===== src/rtl/evf_pkg.sv =====
package evf_pkg;
  localparam int unsigned EVF_NUM_CH = 8;
  localparam int unsigned EVF_DATA_W = 32;

  typedef struct packed {
    logic sel;
    logic rd;
    logic wr;
  } evf_bus_t;
endpackage


===== src/rtl/evf_chan_cell.sv =====
module evf_chan_cell (
  input  logic clk,
  input  logic rst,
  input  logic ev_i,
  input  logic rd_hit_i,
  input  logic wr_hit_i,
  input  logic wr_bit_i,
  output logic flag_o
);
  logic flag_q;
  logic arm_q;
  logic clr_req;

  // Clear only on a write of 0 to an armed flag.
  assign clr_req = wr_hit_i && arm_q && !wr_bit_i;

  always_ff @(posedge clk) begin
    if (rst) begin
      flag_q <= 1'b0;
    end else if (ev_i) begin
      flag_q <= 1'b1;          // set wins over clear
    end else if (clr_req) begin
      flag_q <= 1'b0;
    end
  end

  always_ff @(posedge clk) begin
    if (rst) begin
      arm_q <= 1'b0;
    end else if (ev_i) begin
      arm_q <= 1'b0;           // a fresh event drops the arm
    end else if (wr_hit_i) begin
      arm_q <= 1'b0;           // any write disarms
    end else if (rd_hit_i) begin
      arm_q <= flag_q;
    end
  end

  assign flag_o = flag_q;
endmodule


===== src/rtl/evf_rd_port.sv =====
module evf_rd_port #(
  parameter int unsigned NUM_CH = 8,
  parameter int unsigned DATA_W = 32
) (
  input  logic              clk,
  input  logic              rst,
  input  logic              rd_hit_i,
  input  logic [NUM_CH-1:0] flags_i,
  output logic [DATA_W-1:0] rdata_o
);
  localparam int unsigned PAD_W = DATA_W - NUM_CH;

  logic [DATA_W-1:0] rdata_q;

  always_ff @(posedge clk) begin
    if (rst) begin
      rdata_q <= '0;
    end else if (rd_hit_i) begin
      rdata_q <= {{PAD_W{1'b0}}, flags_i};
    end
  end

  assign rdata_o = rdata_q;
endmodule


===== src/rtl/evf_irq_gate.sv =====
module evf_irq_gate #(
  parameter int unsigned NUM_CH = 8
) (
  input  logic [NUM_CH-1:0] flags_i,
  input  logic [NUM_CH-1:0] en_i,
  output logic [NUM_CH-1:0] irq_o
);
  for (genvar g = 0; g < NUM_CH; g++) begin : g_irq
    assign irq_o[g] = flags_i[g] & en_i[g];
  end
endmodule


===== src/rtl/evf_status_reg.sv =====
module evf_status_reg #(
  parameter int unsigned NUM_CH = evf_pkg::EVF_NUM_CH,
  parameter int unsigned DATA_W = evf_pkg::EVF_DATA_W
) (
  input  logic              clk,
  input  logic              rst,
  input  logic [NUM_CH-1:0] ev_i,
  input  logic              sel_i,
  input  logic              rd_i,
  input  logic              wr_i,
  input  logic [DATA_W-1:0] wdata_i,
  output logic [DATA_W-1:0] rdata_o,
  input  logic [NUM_CH-1:0] irq_en_i,
  output logic [NUM_CH-1:0] flag_o,
  output logic [NUM_CH-1:0] irq_o
);
  import evf_pkg::*;

  evf_bus_t bus;
  logic     rd_hit;
  logic     wr_hit;

  assign bus    = '{sel: sel_i, rd: rd_i, wr: wr_i};
  assign rd_hit = bus.sel && bus.rd;
  assign wr_hit = bus.sel && bus.wr;

  for (genvar g = 0; g < NUM_CH; g++) begin : g_ch
    evf_chan_cell u_cell (
      .clk      (clk),
      .rst      (rst),
      .ev_i     (ev_i[g]),
      .rd_hit_i (rd_hit),
      .wr_hit_i (wr_hit),
      .wr_bit_i (wdata_i[g]),
      .flag_o   (flag_o[g])
    );
  end

  evf_rd_port #(.NUM_CH(NUM_CH), .DATA_W(DATA_W)) u_rd (
    .clk      (clk),
    .rst      (rst),
    .rd_hit_i (rd_hit),
    .flags_i  (flag_o),
    .rdata_o  (rdata_o)
  );

  evf_irq_gate #(.NUM_CH(NUM_CH)) u_irq (
    .flags_i (flag_o),
    .en_i    (irq_en_i),
    .irq_o   (irq_o)
  );
endmodule


===== config.mk =====
export PLATFORM = sky130hd
export DESIGN_NAME = evf_status_reg
export DESIGN_NICKNAME = d
export VERILOG_FILES = /design/src/rtl/evf_pkg.sv /design/src/rtl/evf_chan_cell.sv /design/src/rtl/evf_rd_port.sv /design/src/rtl/evf_irq_gate.sv /design/src/rtl/evf_status_reg.sv
export SDC_FILE = /design/constraint.sdc
export NUM_CORES = 1
export LEC_CHECK = 0
export BUFFER_PORTS_ARGS = -buffer_cell sky130_fd_sc_hd__buf_4
export CAP_MARGIN = 30
export CORE_MARGIN = 3
export CORE_UTILIZATION = 36
export DETAILED_ROUTE_END_ITERATION = 6
export GPL_TIMING_DRIVEN = 0
export PLACE_DENSITY_LB_ADDON = 0.05
export SLEW_MARGIN = 20
export SYNTH_ARGS = -nofsm -noshare
export SYNTH_HDL_FRONTEND = slang
export SYNTH_SLANG_ARGS = --single-unit

===== constraint.sdc =====
create_clock -name clk -period 0.8 [get_ports clk]
set_input_delay 0.08 -clock clk [delete_from_list [all_inputs] [get_ports clk]]
set_output_delay 0.08 -clock clk [all_outputs]
set_load 0.03 [all_outputs]

==> results of run 1 <==
-- how the worst min path moves through the flow --
stage	end	slack (ns)	cells past startpoint
after global placement	g_ch[6].u_cell.arm_q	0.26	2
final	g_ch[2].u_cell.flag_o	0.08	2
after detailed placement	g_ch[6].u_cell.arm_q	0.26	2
after global routing	g_ch[6].u_cell.flag_o	0.08	2
after CTS	g_ch[1].u_cell.flag_o	0.08	2
after floorplan	g_ch[6].u_cell.arm_q	0.14	1
-- layout make-up --
cell class	instances	share of cell area, %
plain buffers	40	14.5
clock buffers	4	2.32
inverters	1	0.158
multi-input cells	89	32.6
flip-flops and latches	24	22.6
well taps	46	2.42
repair buffers	63	25.3
-- state kept, by name, summed over array words and instances (netlist names) --
name                flops
g_ch.u_cell.arm_q       8
g_ch.u_cell.flag_o      8
u_rd.rdata_o            8
-- stage by stage --
step	util [%]	setup TNS [ns]	hold slack, ns	setup WS [ns]
after global placement	54.5	-1.09	0.260	-0.108
after detailed placement	54.5	-1.64	0.261	-0.141
final	68.5	-2.76	0.0817	-0.172
after CTS	65.8	-2.82	0.0794	-0.166
after floorplan	-	0	0.145	0.0169
after global routing	68.5	-3.82	0.0791	-0.205
-- cell usage after synthesis, drive strengths merged --
cell type  number  share of area, %
a21o            1              0.56
o221a           8               6.7
nand3           8               3.0
inv             1              0.28
a21oi           8               3.0
nand4b          8               5.2
buf            40                23
dfxtp          24                36
conb            1              0.28
a211oi          8               6.7
a21bo          16                12
and2            8               3.7
-- metal layers --
layer / vias to the layer above / wire, um / track usage [%] / share of wire (%)
li1: 605 / - / - / -
met1: 560 / 1430 / 19.3 / 40
met2: 44 / 1850 / 30.6 / 52
met3: 4 / 279 / 3.16 / 7.8
met4: 0 / 17 / 2.28 / 0.47
met5: - / 0 / 0 / 0
-- worst max-delay path: stages (launching register included) --
cell and delay, ns:
dfxtp_4 0.37, and2_4 0.14, buf_6 0.12
-- repair_timing --
| item | in CTS | in global routing |
|---|---|---|
| resized for setup | 65 | 18 |
| endpoints found under the setup margin | 32 | 41 |
| pin swaps | 6 | 5 |
| hold buffers | 8 | 0 |
| setup buffers | 6 | 0 |
| hold endpoints to repair | 8 | 0 |
-- where the power goes --
| group | switching, W | internal, W | total, W |
|---|---|---|---|
| registers | 0.0000441 | 0.00123 | 0.00127 |
| logic | 0.000537 | 0.000530 | 0.00107 |
| clock network | 0.000385 | 0.000439 | 0.000824 |
| total | 0.000967 | 0.00220 | 0.00317 |
-- kinds of logic after synthesis --
family          Yosys count
other cells               1
simple gates             24
buf+inv                  41
compound gates           41
flops                    24
==> impl_metrics.json, run 1 <==
{
  "fin_ws_ns": -0.172,
  "final_cell_mix": "52 x buf_4, 40 x buf_6, 24 x conb_1",
  "ioPinCount": 101,
  "timing.rr.end": "g_ch[2].u_cell.flag_o",
  "max_freq_mhz": 1030,
  "cts-root-buf": "clkbuf_8",
  "crit_end": "irq_o[4]",
  "synth.cell_area_um2": 1350,
  "drc": 0,
  "violations": "setup timing",
  "dieArea_um2": 4520,
  "area_delta_synth_final_pct": 76.0,
  "place_inst": 249,
  "grt-ovfl-total": 0,
  "antenna_found_initial": 0,
  "start_util_pct": 38.9,
  "ys_ff_latch": 24,
  "multi_input_area_um2": 776,
  "end_kind": "primary output",
  "rsz0062_at_grt": "yes",
  "stdcell_area_um2": 2380,
  "r2r_slack_ns": -0.06,
  "status": "finished, violations left",
  "p_leak_nw": 1.05,
  "core_um2": 3470,
  "finalCriticalPeriod_ns": 0.972,
  "first_iter_violations": 22,
  "path_class": "reg -> out",
  "drive_above_1_share_pct": 75.1,
  "ys_seq_area_share_pct": 35.6,
  "synth_top_family_by_area": "compound AO/OA/AOI/OAI gates",
  "cp-start-kind": "register",
  "synth_warnings": 0,
  "final-instance-count-excl-fill": 267,
  "synth-xor-area-share_pct": 0,
  "die_w_um": 67.2,
  "irDropWorstVdd_v": 0.000687,
  "cp-startpoint": "g_ch[4].u_cell.flag_o",
  "clock_latency_ns": 0.26,
  "fillers": 300,
  "wl_um": 3580,
  "seqCellArea_um2": 538,
  "firstDrtPassIters": 4,
  "grt_pass1_wl_um": 5680,
  "synthMuxAreaShare_pct": 0,
  "drv_slew": 0,
  "clkSlewWorstSetupHoldPaths_ns": 0.08,
  "total_power_w": 0.00317,
  "syn_inst": 131,
  "synthDistinctLibCells": 17,
  "clock_path_buffers": 2,
  "layout_commonest_cell": "buf_4",
  "nets": 275,
  "cp_max_fo": 4,
  "power_density_nw_per_um2": 1330,
  "finalSetupViolCount": 36,
  "diodes": 0,
  "synth_area_per_cell_um2": 10.3,
  "grt_pass1_vias": 1228,
  "hold_start": "wdata_i[2]",
  "worstPathRequired_ns": 0.72,
  "yosys.area_share.simple_pct": 11.9,
  "place_congestion": 0.751,
  "drv_cap": 0,
  "port_buffers": 49,
  "place_area_um2": 1890,
  "finalHoldViolCount": 0,
  "cts.sinks": 24,
  "worstReg2RegStart": "g_ch[2].u_cell.flag_o",
  "wl_per_cell_um": 13.4,
  "vias": 1213,
  "synth_compound_area_share_pct": 28.7,
  "finalCritPeriodShare_pct": 122,
  "hold_class": "in -> reg",
  "rr_worst_depth": 2,
  "arrival_ns": 0.89,
  "grt_usage_pct": 16.2,
  "cts_tree": "yes",
  "finClkSkew_ns": 0.00208,
  "cts-buffers-inserted": 3,
  "htreeDepth": 1,
  "grt_max_degree": 14,
  "viasPerCell": 4.54,
  "die_h_um": 67.2,
  "synthAdderAreaFrac_pct": 0,
  "ant_nets": 0,
  "row_count": 21
}
Note: power is estimated with default switching activity, not from simulation.
==> inputs of run 2 (changes only) <==
--- a/config.mk
+++ b/config.mk
@@ -6,8 +6,9 @@
 export NUM_CORES = 1
 export LEC_CHECK = 0
+export ABC_AREA = 1
 export BUFFER_PORTS_ARGS = -buffer_cell sky130_fd_sc_hd__buf_4
 export CAP_MARGIN = 30
 export CORE_MARGIN = 3
-export CORE_UTILIZATION = 36
+export CORE_UTILIZATION = 35
 export DETAILED_ROUTE_END_ITERATION = 6
 export GPL_TIMING_DRIVEN = 0
==> constraint.sdc (replaced) <==
create_clock -name clk -period 0.8 [get_ports clk]
set_input_delay 0.08 -clock clk [delete_from_list [all_inputs] [get_ports clk]]
set_output_delay 0.08 -clock clk [all_outputs]
set_load 0.02 [all_outputs]
==> run 2 against run 1 <==
Net effect:
- the flow still finishes with violations (setup timing)
- sequential power barely moved
- die area down 2.6%
- cell count grew 17%
- global-route usage down 3.0 points
- synthesized cell count up 35%
- setup slack worse by 0.030 ns
- power shrank 16%
- critical endpoint is now flag_o[4]
- largest power group unchanged
==> impl_metrics.json, run 2 <==
{
  "fin_ws_ns": -0.202,
  "finalSetupViolCount": 24,
  "layout_commonest_cell": "buf_4",
  "violations": "setup timing",
  "dieArea_um2": 4400,
  "clkSlewWorstSetupHoldPaths_ns": 0.12,
  "worstPathRequired_ns": 0.72,
  "tns_ns": -3.28,
  "cts-buffers-inserted": 3,
  "max_freq_mhz": 998,
  "cp_max_fo": 4,
  "synthDistinctLibCells": 15,
  "viasPerCell": 3.93,
  "first_iter_violations": 27,
  "ys_ff_latch": 24,
  "vias": 1231,
  "ioPinCount": 101,
  "crit_end": "flag_o[4]",
  "synth.cell_area_um2": 1270,
  "post-dp-hpwl_um": 2090,
  "place_congestion": 0.698,
  "end_kind": "primary output",
  "wl_um": 3010,
  "post-route-util_pct": 61.9,
  "async_reset_ff_share_pct": 0,
  "antenna_found_initial": 0,
  "finalHoldViolCount": 0,
  "grt_usage_pct": 13.2,
  "total_power_w": 0.00266,
  "irDropWorstVdd_v": 0.000659,
  "die_w_um": 66.4,
  "final-instance-count-excl-fill": 313,
  "ys.flop_type": "dfxtp_1",
  "synth_warnings": 0,
  "synth_area_per_cell_um2": 7.20,
  "die_h_um": 66.4,
  "drv_slew": 0,
  "syn_inst": 177,
  "stdcell_area_um2": 2110,
  "core_um2": 3420,
  "r2r_slack_ns": 0.04,
  "hold_class": "in -> reg",
  "port_buffers": 51,
  "finalCriticalPeriod_ns": 1.00,
  "row_count": 21,
  "cts.sinks": 24,
  "grt-ovfl-total": 0,
  "wl_per_cell_um": 9.60,
  "clock_path_buffers": 2,
  "synth_commonest_cells": "56 x nand2_1, 33 x buf_4, 24 x dfxtp_1, 24 x inv_1, 16 x a21oi_1",
  "grt_pass1_wl_um": 4510,
  "synth.most_common_cell": "nand2_1",
  "finClkSkew_ns": 0.00204,
  "diodes": 0,
  "synth_area_leaders": "dfxtp_1 38%, buf_4 19%, nand2_1 16%, inv_1 7.1%, a21oi_1 6.3%",
  "grt_pass1_vias": 1018,
  "place_inst": 297,
  "path_class": "reg -> out",
  "grt_max_degree": 13,
  "htreeDepth": 1,
  "p_leak_nw": 1.08,
  "start_util_pct": 37.3,
  "ys_seq_area_share_pct": 37.7,
  "area_delta_synth_final_pct": 65.8,
  "clock_latency_ns": 0.31,
  "rr_worst_depth": 3,
  "drc": 0,
  "timing.rr.end": "u_rd.rdata_o[7]",
  "cts-root-buf": "clkbuf_4",
  "yosysTopAreaCell": "dfxtp_1",
  "nets": 322,
  "cp-startpoint": "g_ch[4].u_cell.flag_o",
  "power_density_nw_per_um2": 1260,
  "final_cell_mix": "62 x buf_4, 49 x nand2_1, 33 x buf_6",
  "cts_tree": "yes",
  "synthDominantCellAreaShare_pct": 37.7,
  "worstReg2RegStart": "g_ch[7].u_cell.flag_o",
  "rsz0062_at_grt": "yes",
  "firstDrtPassIters": 4,
  "finalCritPeriodShare_pct": 125,
  "status": "finished, violations left",
  "arrival_ns": 0.92,
  "drive_above_1_share_pct": 55.8,
  "synth_edf_count": 0,
  "place_area_um2": 1800,
  "ant_nets": 0,
  "drv_cap": 0,
  "cp-start-kind": "register"
}
[run 2: changes by cell type in the layout (fill, tap and decap cells not counted), moves of 10 or more]
cell	delta
a21bo_2	-10
inv_1	+19
dfxtp_4	-10
nand2_1	+49
a21oi_2	+10
buf_4	+10
[run 2: kinds of logic after synthesis]
kind of cell | Yosys count | share of synthesized area [%]
other | 1 | 0.294
DFF | 24 | 37.7
buffers and inverters | 61 | 28.5
and+or+nand+nor | 67 | 21.8
AOI/OAI and AO/OA | 24 | 11.8
[run 2: worst min-delay path by stage]
stage	startpoint	to	slack (ns)	cells after the start
after floorplan	ev_i[1]	g_ch[1].u_cell.flag_o	0.23	2
after global placement	ev_i[7]	g_ch[7].u_cell.arm_q	0.35	4
after detailed placement	ev_i[5]	g_ch[5].u_cell.arm_q	0.35	4
after CTS	ev_i[5]	g_ch[5].u_cell.arm_q	0.001	4
after global routing	ev_i[5]	g_ch[5].u_cell.arm_q	0.004	4
final	ev_i[2]	g_ch[2].u_cell.arm_q	0.006	4
[run 2: power by group]
group          switching [W]  internal, W
logic               0.000407     0.000436
registers          0.0000436      0.00125
clock network       0.000347     0.000176
[run 2: repair_timing]
item,4_1_cts,5_1_grt
pin swaps,0,2
setup buffers,7,3
hold buffers,0,3
gates resized for setup,47,23
endpoints found under the hold margin,0,3
setup endpoints to repair,24,32
[run 2: per-layer routing]
| layer | wire length, um | GRT usage [%] | vias to the layer above |
|---|---|---|---|
| met5 | 0 | 0 | - |
| met4 | 44 | 4.57 | 0 |
| met3 | 256 | 3.23 | 5 |
| met2 | 1410 | 22.1 | 52 |
| met1 | 1300 | 16.5 | 519 |
| li1 | - | - | 655 |
[run 2: final cells by class]
type                            instances  area [um2]
Multi-Input combinational cell        115         553
Buffer                                 35         294
Fill cell                             334        1300
Tap cell                               46        57.6
Timing Repair Buffer                   64         578
Sequential cell                        24         509
Inverter                               26        98.8
Clock buffer                            3        22.5
[run 2: worst max-delay path: stages (launching register included)]
cell	delay [ns]
dfxtp_4	0.38
buf_6	0.11
buf_6	0.12
[run 2: stage by stage]
| step | hold WS (ns) | worst slack [ns] |
|---|---|---|
| global placement | 0.347 | -0.0285 |
| global route | 0.00367 | -0.250 |
| detailed placement | 0.347 | -0.0293 |
| finish | 0.00623 | -0.202 |
| floorplan | 0.234 | 0.124 |
| CTS | 0.00105 | -0.211 |
